==> src/rtl/fminmax_unit.sv <==
module fminmax_unit (
  input  logic        clk,
  input  logic        rst,
  input  logic        in_valid,
  input  logic [4:0]  fmt,
  input  logic        op_max,
  input  logic [63:0] src_a,
  input  logic [63:0] src_b,
  output logic        out_valid,
  output logic [63:0] result,
  output logic        invalid_flag
);

  localparam logic [4:0] FMT_HALF   = 5'h16;
  localparam logic [4:0] FMT_SINGLE = 5'h14;

  typedef enum logic [1:0] {K_H, K_S, K_D} kind_t;

  function automatic logic [63:0] canon(kind_t k);
    case (k)
      K_H:     canon = 64'h0000_0000_0000_7E00;
      K_S:     canon = 64'h0000_0000_7FC0_0000;
      default: canon = 64'h7FF8_0000_0000_0000;
    endcase
  endfunction

  function automatic logic [63:0] unbox(logic [63:0] v, kind_t k);
    case (k)
      K_H:     unbox = (&v[63:16]) ? {48'b0, v[15:0]} : canon(K_H);
      K_S:     unbox = (&v[63:32]) ? {32'b0, v[31:0]} : canon(K_S);
      default: unbox = v;
    endcase
  endfunction

  function automatic logic [63:0] align(logic [63:0] v, kind_t k);
    case (k)
      K_H:     align = {v[15:0], 48'b0};
      K_S:     align = {v[31:0], 32'b0};
      default: align = v;
    endcase
  endfunction

  function automatic logic [63:0] box(logic [63:0] v, kind_t k);
    case (k)
      K_H:     box = {48'hFFFF_FFFF_FFFF, v[15:0]};
      K_S:     box = {32'hFFFF_FFFF, v[31:0]};
      default: box = v;
    endcase
  endfunction

  function automatic logic is_nan(logic [63:0] v, kind_t k);
    case (k)
      K_H:     is_nan = (&v[14:10]) && (|v[9:0]);
      K_S:     is_nan = (&v[30:23]) && (|v[22:0]);
      default: is_nan = (&v[62:52]) && (|v[51:0]);
    endcase
  endfunction

  function automatic logic is_snan(logic [63:0] v, kind_t k);
    case (k)
      K_H:     is_snan = is_nan(v, k) && !v[9];
      K_S:     is_snan = is_nan(v, k) && !v[22];
      default: is_snan = is_nan(v, k) && !v[51];
    endcase
  endfunction

  kind_t       kind;
  logic [63:0] ua, ub, al_a, al_b, sel;
  logic        nan_a, nan_b, snan_any, ordered, both_zero, eq, lt_ab, lt_ba, pick_a;

  assign kind = (fmt == FMT_HALF) ? K_H : (fmt == FMT_SINGLE) ? K_S : K_D;

  assign ua    = unbox(src_a, kind);
  assign ub    = unbox(src_b, kind);
  assign al_a  = align(ua, kind);
  assign al_b  = align(ub, kind);
  assign nan_a = is_nan(ua, kind);
  assign nan_b = is_nan(ub, kind);
  assign snan_any = is_snan(ua, kind) || is_snan(ub, kind);

  assign ordered   = !nan_a && !nan_b;
  assign both_zero = (al_a[62:0] == '0) && (al_b[62:0] == '0);
  assign eq        = ordered && (both_zero || al_a == al_b);

  assign lt_ab = ordered && !both_zero &&
                 ((al_a[63] != al_b[63]) ? al_a[63] :
                  al_a[63] ? (al_a[62:0] > al_b[62:0]) : (al_a[62:0] < al_b[62:0]));
  assign lt_ba = ordered && !both_zero &&
                 ((al_a[63] != al_b[63]) ? al_b[63] :
                  al_b[63] ? (al_b[62:0] > al_a[62:0]) : (al_b[62:0] < al_a[62:0]));

  assign pick_a = nan_b || (op_max ? (lt_ba || (eq && al_b[63]))
                                   : (lt_ab || (eq && al_a[63])));

  assign sel = (nan_a && nan_b) ? canon(kind) : (pick_a ? ua : ub);

  kind_t kind_q;

  always_ff @(posedge clk) begin
    if (rst) begin
      out_valid    <= 1'b0;
      result       <= '0;
      invalid_flag <= 1'b0;
      kind_q       <= K_D;
    end else begin
      out_valid <= in_valid;
      if (in_valid) begin
        result       <= box(sel, kind);
        invalid_flag <= snan_any;
        kind_q       <= kind;
      end
    end
  end

  a_r1_valid_follows: assert property (@(posedge clk) disable iff (rst)
    in_valid |=> out_valid);
  a_r1_valid_drops: assert property (@(posedge clk) disable iff (rst)
    !in_valid |=> !out_valid);
  a_r2_hold: assert property (@(posedge clk) disable iff (rst)
    !in_valid |=> $stable(result) && $stable(invalid_flag));
  a_r6_other_operand: assert property (@(posedge clk) disable iff (rst)
    (in_valid && nan_b && !nan_a) |=> result == $past(box(ua, kind)));
  a_r7_canonical: assert property (@(posedge clk) disable iff (rst)
    (in_valid && nan_a && nan_b) |=> result == $past(box(canon(kind), kind)));
  a_r8_box_half: assert property (@(posedge clk) disable iff (rst)
    (out_valid && kind_q == K_H) |-> (&result[63:16]));
  a_r8_box_single: assert property (@(posedge clk) disable iff (rst)
    (out_valid && kind_q == K_S) |-> (&result[63:32]));
  a_r10_quiet_no_flag: assert property (@(posedge clk) disable iff (rst)
    (in_valid && !is_snan(src_a, K_D) && !is_snan(src_b, K_D) && kind == K_D) |=> !invalid_flag);

endmodule

==> config.mk <==
export PLATFORM = sky130hd
export DESIGN_NAME = fminmax_unit
export DESIGN_NICKNAME = d
export VERILOG_FILES = /design/src/rtl/fminmax_unit.sv
export SDC_FILE = /design/constraint.sdc
export NUM_CORES = 1
export LEC_CHECK = 0
export BUFFER_PORTS_ARGS = -buffer_cell sky130_fd_sc_hd__buf_2
export CORE_ASPECT_RATIO = 0.5
export CORE_UTILIZATION = 35
export DETAILED_ROUTE_END_ITERATION = 16
export GPL_TIMING_DRIVEN = 0
export PLACE_DENSITY_LB_ADDON = 0.12
export SLEW_MARGIN = 25
export SYNTH_ARGS = -nofsm -noshare
export SYNTH_HDL_FRONTEND = slang
export SYNTH_SLANG_ARGS = --single-unit
==> constraint.sdc <==
create_clock -name clk -period 16.6 [get_ports clk]
set_input_delay 3.32 -clock clk [delete_from_list [all_inputs] [get_ports clk]]
set_output_delay 3.32 -clock clk [all_outputs]
set_load 0.05 [all_outputs]
==> flow_metrics.env, run 1 <==
export IMPL_rr_startpoint="result[21]"
export IMPL_outcome="finished, final reports clean"
export IMPL_grt_max_degree=14
export IMPL_yosysWarningCount=0
export IMPL_fin_nets=1392
export IMPL_synth_area_um2=7133
export IMPL_crit_path_start_kind="input port"
export IMPL_slew_violations=0
export IMPL_drive_gt1_share_pct=20.55
export IMPL_dieHeight_um=102.9
export IMPL_fin_ws_ns=5.629
export IMPL_grt_pass1_wl_um=60300
export IMPL_track_usage_pct=40.87
export IMPL_finalSetupViolCount=0
export IMPL_diodes=0
export IMPL_fillers=2141
export IMPL_routed_wirelength_um=43180
export IMPL_p_leak_nw=3.793
export IMPL_ys_seq_area_share_pct=18.52
export IMPL_synth_top_family_by_area="simple AND/OR/NAND/NOR gates"
export IMPL_hp_class="flop to flop"
export IMPL_post_dp_cell_area_um2=8464
export IMPL_rsz0062_at_grt="false"
export IMPL_netlist_instances=985
export IMPL_synthAdderAreaFrac_pct=11.05
export IMPL_dp_hpwl_um=34020
export IMPL_wl_per_cell_um=29.51
export IMPL_skew_ns=0
export IMPL_finalSetupTns_ns=0
export IMPL_htreeDepth=3
export IMPL_placeableCoreArea_um2=19730
export IMPL_dr_pass1_iters=5
export IMPL_tightest_slew_ns=1.011
export IMPL_worstPathArrival_ns=11.27
export IMPL_slew_headroom_pct=32.02
export IMPL_clock_latency_ns=0.37
export IMPL_drtAntennaViolNets=0
export IMPL_ys_ff_latch=66
export IMPL_cts_tree="yes"
export IMPL_grt_pass1_vias=8605
export IMPL_vias=9598
export IMPL_ctsHoldBuffers=0
export IMPL_hold_viol=0
export IMPL_reg2reg_to="result[21]"
export IMPL_maxCapViolCount=0
export IMPL_cts_buffers_inserted=9
export IMPL_muxShareOfSynthArea_pct=4.508
export IMPL_clock_sinks=66
export IMPL_finish_instance_area_um2=8767
export IMPL_async_reset_ff_share_pct=0
export IMPL_io_pins=203
export IMPL_hold_worst_slack_ns=0.4706
export IMPL_ctsRootBufferMaster="clkbuf_16"
export IMPL_initial_utilization_pct=36.16
export IMPL_synth_ff_type="dfxtp_1"
export IMPL_critPathRequiredTime_ns=16.90
export IMPL_path_clk_slew_ns=0.06
export IMPL_avgSynthCellArea_um2=7.242
export IMPL_crit_type="input port to flop"
export IMPL_crit_start="fmt[0]"
export IMPL_p_per_area_nw_per_um2=77.62
export IMPL_post_cts_resized=0
export IMPL_drc=0
export IMPL_die_area_um2=20990
export IMPL_postCtsSetupBuffers=0
export IMPL_antenna_found_initial=4
export IMPL_crit_fanout=10
export IMPL_synth_xor_area_share_pct=0
export IMPL_r2r_cells=2
export IMPL_die_x_um=203.9
export IMPL_synth_edff_count=0
export IMPL_synth_distinct_cells=73
export IMPL_pre_cts_ws_ns=5.648
export IMPL_syn_nets=1185
export IMPL_synthToLayoutAreaGrowth_pct=22.91
export IMPL_crit_end="result[62]"
export IMPL_timing_final_crit_share_pct=66.09
export IMPL_drtIter0Drc=1267
export IMPL_synth_compound_area_share_pct=27.49
export IMPL_gp_congestion=1.061
export IMPL_ir_drop_uv=57.00
export IMPL_reg2reg_slack_ns=15.84
export IMPL_cts_buffer_depth=2
export IMPL_cp_end_kind="flop"
export IMPL_gr_total_overflow=0
export IMPL_synth_simple_area_share_pct=33.96
export IMPL_power_uw=680.5
export IMPL_numPortBuffers=195
export IMPL_min_from="result[4]"
export IMPL_viasPerCell=6.560
export IMPL_row_count=36
export IMPL_fin_crit_ns=10.97
export IMPL_fmax_mhz=91.15
-- report_power, final --
group | total [mW] | switching (mW) | internal, mW
clock | 0.206 | 0.0888 | 0.117
combinational | 0.293 | 0.205 | 0.0878
sequential | 0.181 | 0.00731 | 0.174
total | 0.681 | 0.301 | 0.379
-- worst min-delay path by stage --
| stage | slack [ns] | cells after the start | to |
|---|---|---|---|
| 5_1_grt | 0.49 | 2 | result[4] |
| 6_report | 0.47 | 2 | result[4] |
| 3_3_place_gp | 0.45 | 2 | result[15] |
| 2_1_floorplan | 0.69 | 2 | result[0] |
| 4_1_cts | 0.48 | 2 | result[8] |
| 3_5_place_dp | 0.45 | 2 | result[8] |
-- placed cells by master (no fill, tap or decap), types with 9 or more instances in the layout --
master       n
nor3_1      46
o31ai_1     10
or3_1        9
or4_1       14
a31oi_1     17
a22oi_1     21
a211oi_1    17
nand4_1     50
o21ai_0     56
and2_1      42
a21o_1      21
ha_1        63
buf_2      199
clkbuf_1    46
clkbuf_16    9
nor2_1      84
a22o_1      20
nor4_1      18
nand2_1    103
nand3_1     60
a21oi_1     60
dfxtp_1     66
mux2i_1     31
-- metal layers --
layer  track usage [%]  up-vias  wire, um
met5                 0        -        50
met4             12.67        2      1190
met3             14.19       84      5705
met2             57.17      622     16720
met1             57.70     4674     19500
li1                  -     4216         -
-- registers in the layout, summed over array words and instances (netlist names) --
signal and flops:
result 64, invalid_flag 1, out_valid 1
-- synth_stat cells, drive strengths merged (2+ instances only) --
cell type,instances,area (um2)
a2111o,3,33.78
a2111oi,2,17.52
a211o,2,17.52
a211oi,17,127.6
a21boi,2,15.02
a21o,21,157.7
a21oi,62,325.3
a221oi,5,50.04
a22o,20,175.2
a22oi,21,157.7
a2bb2oi,2,17.52
a311oi,7,61.31
a31oi,17,106.4
and2,42,262.8
and3,3,18.77
and4,3,26.28
buf,16,111.4
clkbuf,47,177.7
dfxtp,66,1321
ha,63,788.3
inv,7,26.28
mux2i,31,310.3
nand2,103,386.6
nand2b,5,31.28
nand3,61,310.3
nand4,50,312.8
nand4b,4,35.03
nor2,84,315.3
nor2b,5,31.28
nor3,48,245.2
nor3b,4,30.03
nor4,24,196.4
o2111ai,2,17.52
o211ai,4,30.03
o21a,5,37.54
o21ai,59,295.3
o21bai,4,30.03
o221a,4,45.04
o221ai,6,52.55
o22a,2,17.52
o22ai,2,12.51
o311ai,4,35.04
o31ai,11,87.58
or3,9,56.30
or4,16,127.6
-- critical path, cell delays in order --
cell	delay [ns]
buf_2	0.09
nand4bb_1	0.12
clkbuf_1	0.31
clkbuf_1	0.53
clkbuf_1	0.50
clkbuf_1	0.64
clkbuf_1	0.43
buf_1	0.71
nand2_1	0.12
ha_1	0.32
and4_1	0.22
a221o_1	0.31
a221oi_1	0.78
o21ai_0	0.20
nand4b_1	0.34
or3b_1	0.42
o311a_1	0.13
buf_2	0.18
a21oi_2	0.27
buf_6	0.24
clkbuf_1	0.74
nand2_1	0.13
a31oi_1	0.20
-- kinds of logic after synthesis --
kind of cell | count (synthesis)
AO/OA/AOI/OAI | 288
adder cells (fa/ha/maj) | 63
flip-flops | 66
multiplexers | 32
buffers and inverters | 71
AND/OR/NAND/NOR | 465
-- cell type report --
cell class                 instances  area, um2  area share, %
clock inverter                     7      77.57         0.8848
timing repair buffer             196      983.4          11.22
sequential                        66       1321          15.07
buffer                            63      289.0          3.297
tap                              266      332.8          3.796
multi-input combinational        848       5508          62.82
inverter                           8      30.03         0.3425
clock buffer                       9      225.2          2.569
-- metrics by stage --
stage / std cells / util (%)
after detailed placement: 1447 / 42.90
after global placement: 1446 / 42.79
after global routing: 1463 / 44.44
after CTS: 1463 / 44.44
final: 1463 / 44.44
after floorplan: 985 / -
No activity file was read; power rests on OpenSTA's default activity.
==> run 2: changes to the inputs <==
Settings changed: ABC_AREA set to 1.
Clock period 16.6 ns to 8.9 ns, I/O delays scaled along.
==> flow_metrics.env, run 2 <==
export IMPL_p_per_area_nw_per_um2=122.6
export IMPL_dr_pass1_iters=5
export IMPL_row_count=42
export IMPL_finalSetupViolCount=0
export IMPL_final_cell_mix="nand2_1, nor2_1, buf_2"
export IMPL_hold_viol=0
export IMPL_p_leak_nw=6.105
export IMPL_drtIter0Drc=1460
export IMPL_htreeDepth=3
export IMPL_netlist_instances=1797
export IMPL_slew_headroom_pct=40.03
export IMPL_ir_drop_uv=89.66
export IMPL_avgSynthCellArea_um2=5.343
export IMPL_pwr_share_comb_pct=48.0
export IMPL_initial_utilization_pct=35.97
export IMPL_crit_path_start_kind="input port"
export IMPL_synth_distinct_cells=50
export IMPL_critPathRequiredTime_ns=9.13
export IMPL_dieHeight_um=119.1
export IMPL_numPortBuffers=201
export IMPL_yosys_area_top_type="nand2_1"
export IMPL_async_reset_ff_share_pct=0
export IMPL_ctsRootBufferMaster="clkbuf_16"
export IMPL_clock_sinks=66
export IMPL_gr_total_overflow=0
export IMPL_cts_buffers_inserted=9
export IMPL_die_x_um=236.2
export IMPL_track_usage_pct=41.54
export IMPL_fin_crit_ns=7.384
export IMPL_power_mw=1.392
export IMPL_path_clk_slew_ns=0.06
export IMPL_grt_max_degree=13
export IMPL_grt_pass1_vias=12170
export IMPL_crit_fanout=10
export IMPL_maxCapViolCount=0
export IMPL_skew_ns=0
export IMPL_gp_congestion=1.080
export IMPL_cts_buffer_depth=2
export IMPL_hp_class="flop to flop"
export IMPL_ys_top_cells_by_count="nand2_1, nor2_1, inv_1"
export IMPL_synth_area_um2=9602
export IMPL_dp_hpwl_um=50460
export IMPL_ys_ff_latch=66
export IMPL_clkPwrFrac_pct=27.7
export IMPL_grt_pass1_wl_um=83000
export IMPL_die_area_um2=28140
export IMPL_drtAntennaViolNets=0
export IMPL_synthToLayoutAreaGrowth_pct=18.28
export IMPL_viasPerCell=5.666
export IMPL_ys_top_cells_by_area="nand2_1, dfxtp_1, nor2_1"
export IMPL_fillers=3148
export IMPL_yosysMostFrequentCell="nand2_1"
export IMPL_synth_ff_type="dfxtp_1"
export IMPL_crit_type="input port to flop"
export IMPL_ctsHoldBuffers=0
export IMPL_timing_final_crit_share_pct=82.97
export IMPL_power_share_switching_pct=47.35
export IMPL_largestRegisters="result (64), invalid_flag (1), out_valid (1)"
export IMPL_intPower_uw=732.7
export IMPL_tightest_slew_ns=0.8926
export IMPL_placeableCoreArea_um2=26700
export IMPL_syn_nets=1997
export IMPL_routed_wirelength_um=59510
export IMPL_cts_tree="yes"
export IMPL_antenna_found_initial=1
export IMPL_drc=0
export IMPL_vias=13420
export IMPL_fmax_mhz=135.4
export IMPL_layout_commonest_cell="nand2_1"
export IMPL_cp_end_kind="flop"
export IMPL_drive_gt1_share_pct=15.74
export IMPL_synth_top_area_share_pct=19.70
export IMPL_seqPwrFrac_pct=24.3
export IMPL_largest_reg_flops=64
export IMPL_finalSetupTns_ns=0
export IMPL_postCtsSetupBuffers=0
export IMPL_p_switching_uw=659.1
export IMPL_outcome="finished, final reports clean"
export IMPL_slew_violations=0
export IMPL_largest_register="result"
export IMPL_fin_nets=2209
export IMPL_clock_latency_ns=0.36
export IMPL_io_pins=203
export IMPL_worstPathArrival_ns=7.62
export IMPL_synth_edff_count=0
export IMPL_yosysWarningCount=0
export IMPL_wl_per_cell_um=25.13
export IMPL_ys_seq_area_share_pct=13.76
export IMPL_post_cts_resized=0
export IMPL_rsz0062_at_grt="false"
[run 2: changes by cell type in the layout (fill, tap and decap cells not counted), moves of 31 or more]
cell,delta
a21oi_1,+51
and2_1,-40
inv_1,+204
mux2i_1,-31
nand2_1,+401
nand3_1,+102
nand4_1,+40
nor2_1,+185
nor3_1,-35
o21ai_0,+47
[run 2: final timing paths]
kind,start,to,slack (ns),cells after the start
setup / recovery,fmt[0],result[50],1.52,26
hold / removal,result[2],result[2],0.46,2
setup reg to reg,invalid_flag,invalid_flag,8.14,3
hold reg to reg,result[2],result[2],0.46,2
[run 2: routing by layer]
metal | track usage [%] | vias to the layer above | wire length (um)
met3 | 19.36 | 66 | 8582
met4 | 8.401 | 0 | 1069
met2 | 55.88 | 745 | 22250
met1 | 58.93 | 6287 | 27610
met5 | 0 | - | 0
li1 | - | 6320 | -
[run 2: cells by family (layout without fill, tap and decap cells)]
kind of cell             Yosys count  in the layout  synth area share, %
flip-flops                        66             66                13.76
other                              0              2                    0
adder cells (fa/ha/maj)           63             63                8.210
buffers and inverters            308            525                13.29
AND/OR/NAND/NOR                 1089           1089                49.30
AO/OA/AOI/OAI                    271            271                15.44
[run 2: area by class of cell]
type	instances	area [um2]	area share, %
plain buffers	83	431.7	3.801
clock inverters	6	65.06	0.5729
multi-input cells	1423	7004	61.67
clock buffers	10	239.0	2.104
well taps	352	440.4	3.878
diodes	2	5.005	0.04407
flip-flops and latches	66	1321	11.63
inverters	225	844.6	7.436
repair buffers	201	1006	8.858
[run 2: metrics by stage]
step	instances	hold slack, ns	util (%)	cell area, um2	worst slack [ns]
after floorplan	1797	0.6900	-	9602	3.814
after global placement	2350	0.4515	41.39	11050	1.468
after CTS	2366	0.4640	42.52	11350	1.848
after detailed placement	2350	0.4546	41.39	11050	1.499
after global routing	2366	0.4899	42.52	11350	1.374
final	2368	0.4640	42.54	11360	1.516
[run 2: power groups by stage]
stage | combinational (mW) | clock, mW | sequential (mW)
floorplan | 0.308 | 0 | 0.443
global placement | 0.646 | 0 | 0.344
detailed placement | 0.645 | 0 | 0.344
CTS | 0.648 | 0.386 | 0.338
global route | 0.715 | 0.395 | 0.341
finish | 0.668 | 0.386 | 0.338
[run 2: critical path: stages]
cell and delay [ns]:
buf_2 0.11, inv_2 0.04, nand2_1 0.07, nor2_1 0.22
buf_2 0.44, buf_2 0.44, buf_2 0.44, buf_1 0.49
nor2_1 0.09, ha_1 0.30, nand2_1 0.11, nor4_1 0.70
nand2_1 0.13, nor3_1 0.18, nand4_1 0.27, nand2_1 0.19
nand2_1 0.06, nand2_1 0.08, inv_1 0.04, nand4_1 0.07
nand2_1 0.07, nand2_2 0.25, clkbuf_1 0.48, nand4_1 0.28
nand3_1 0.18, a21oi_1 0.08
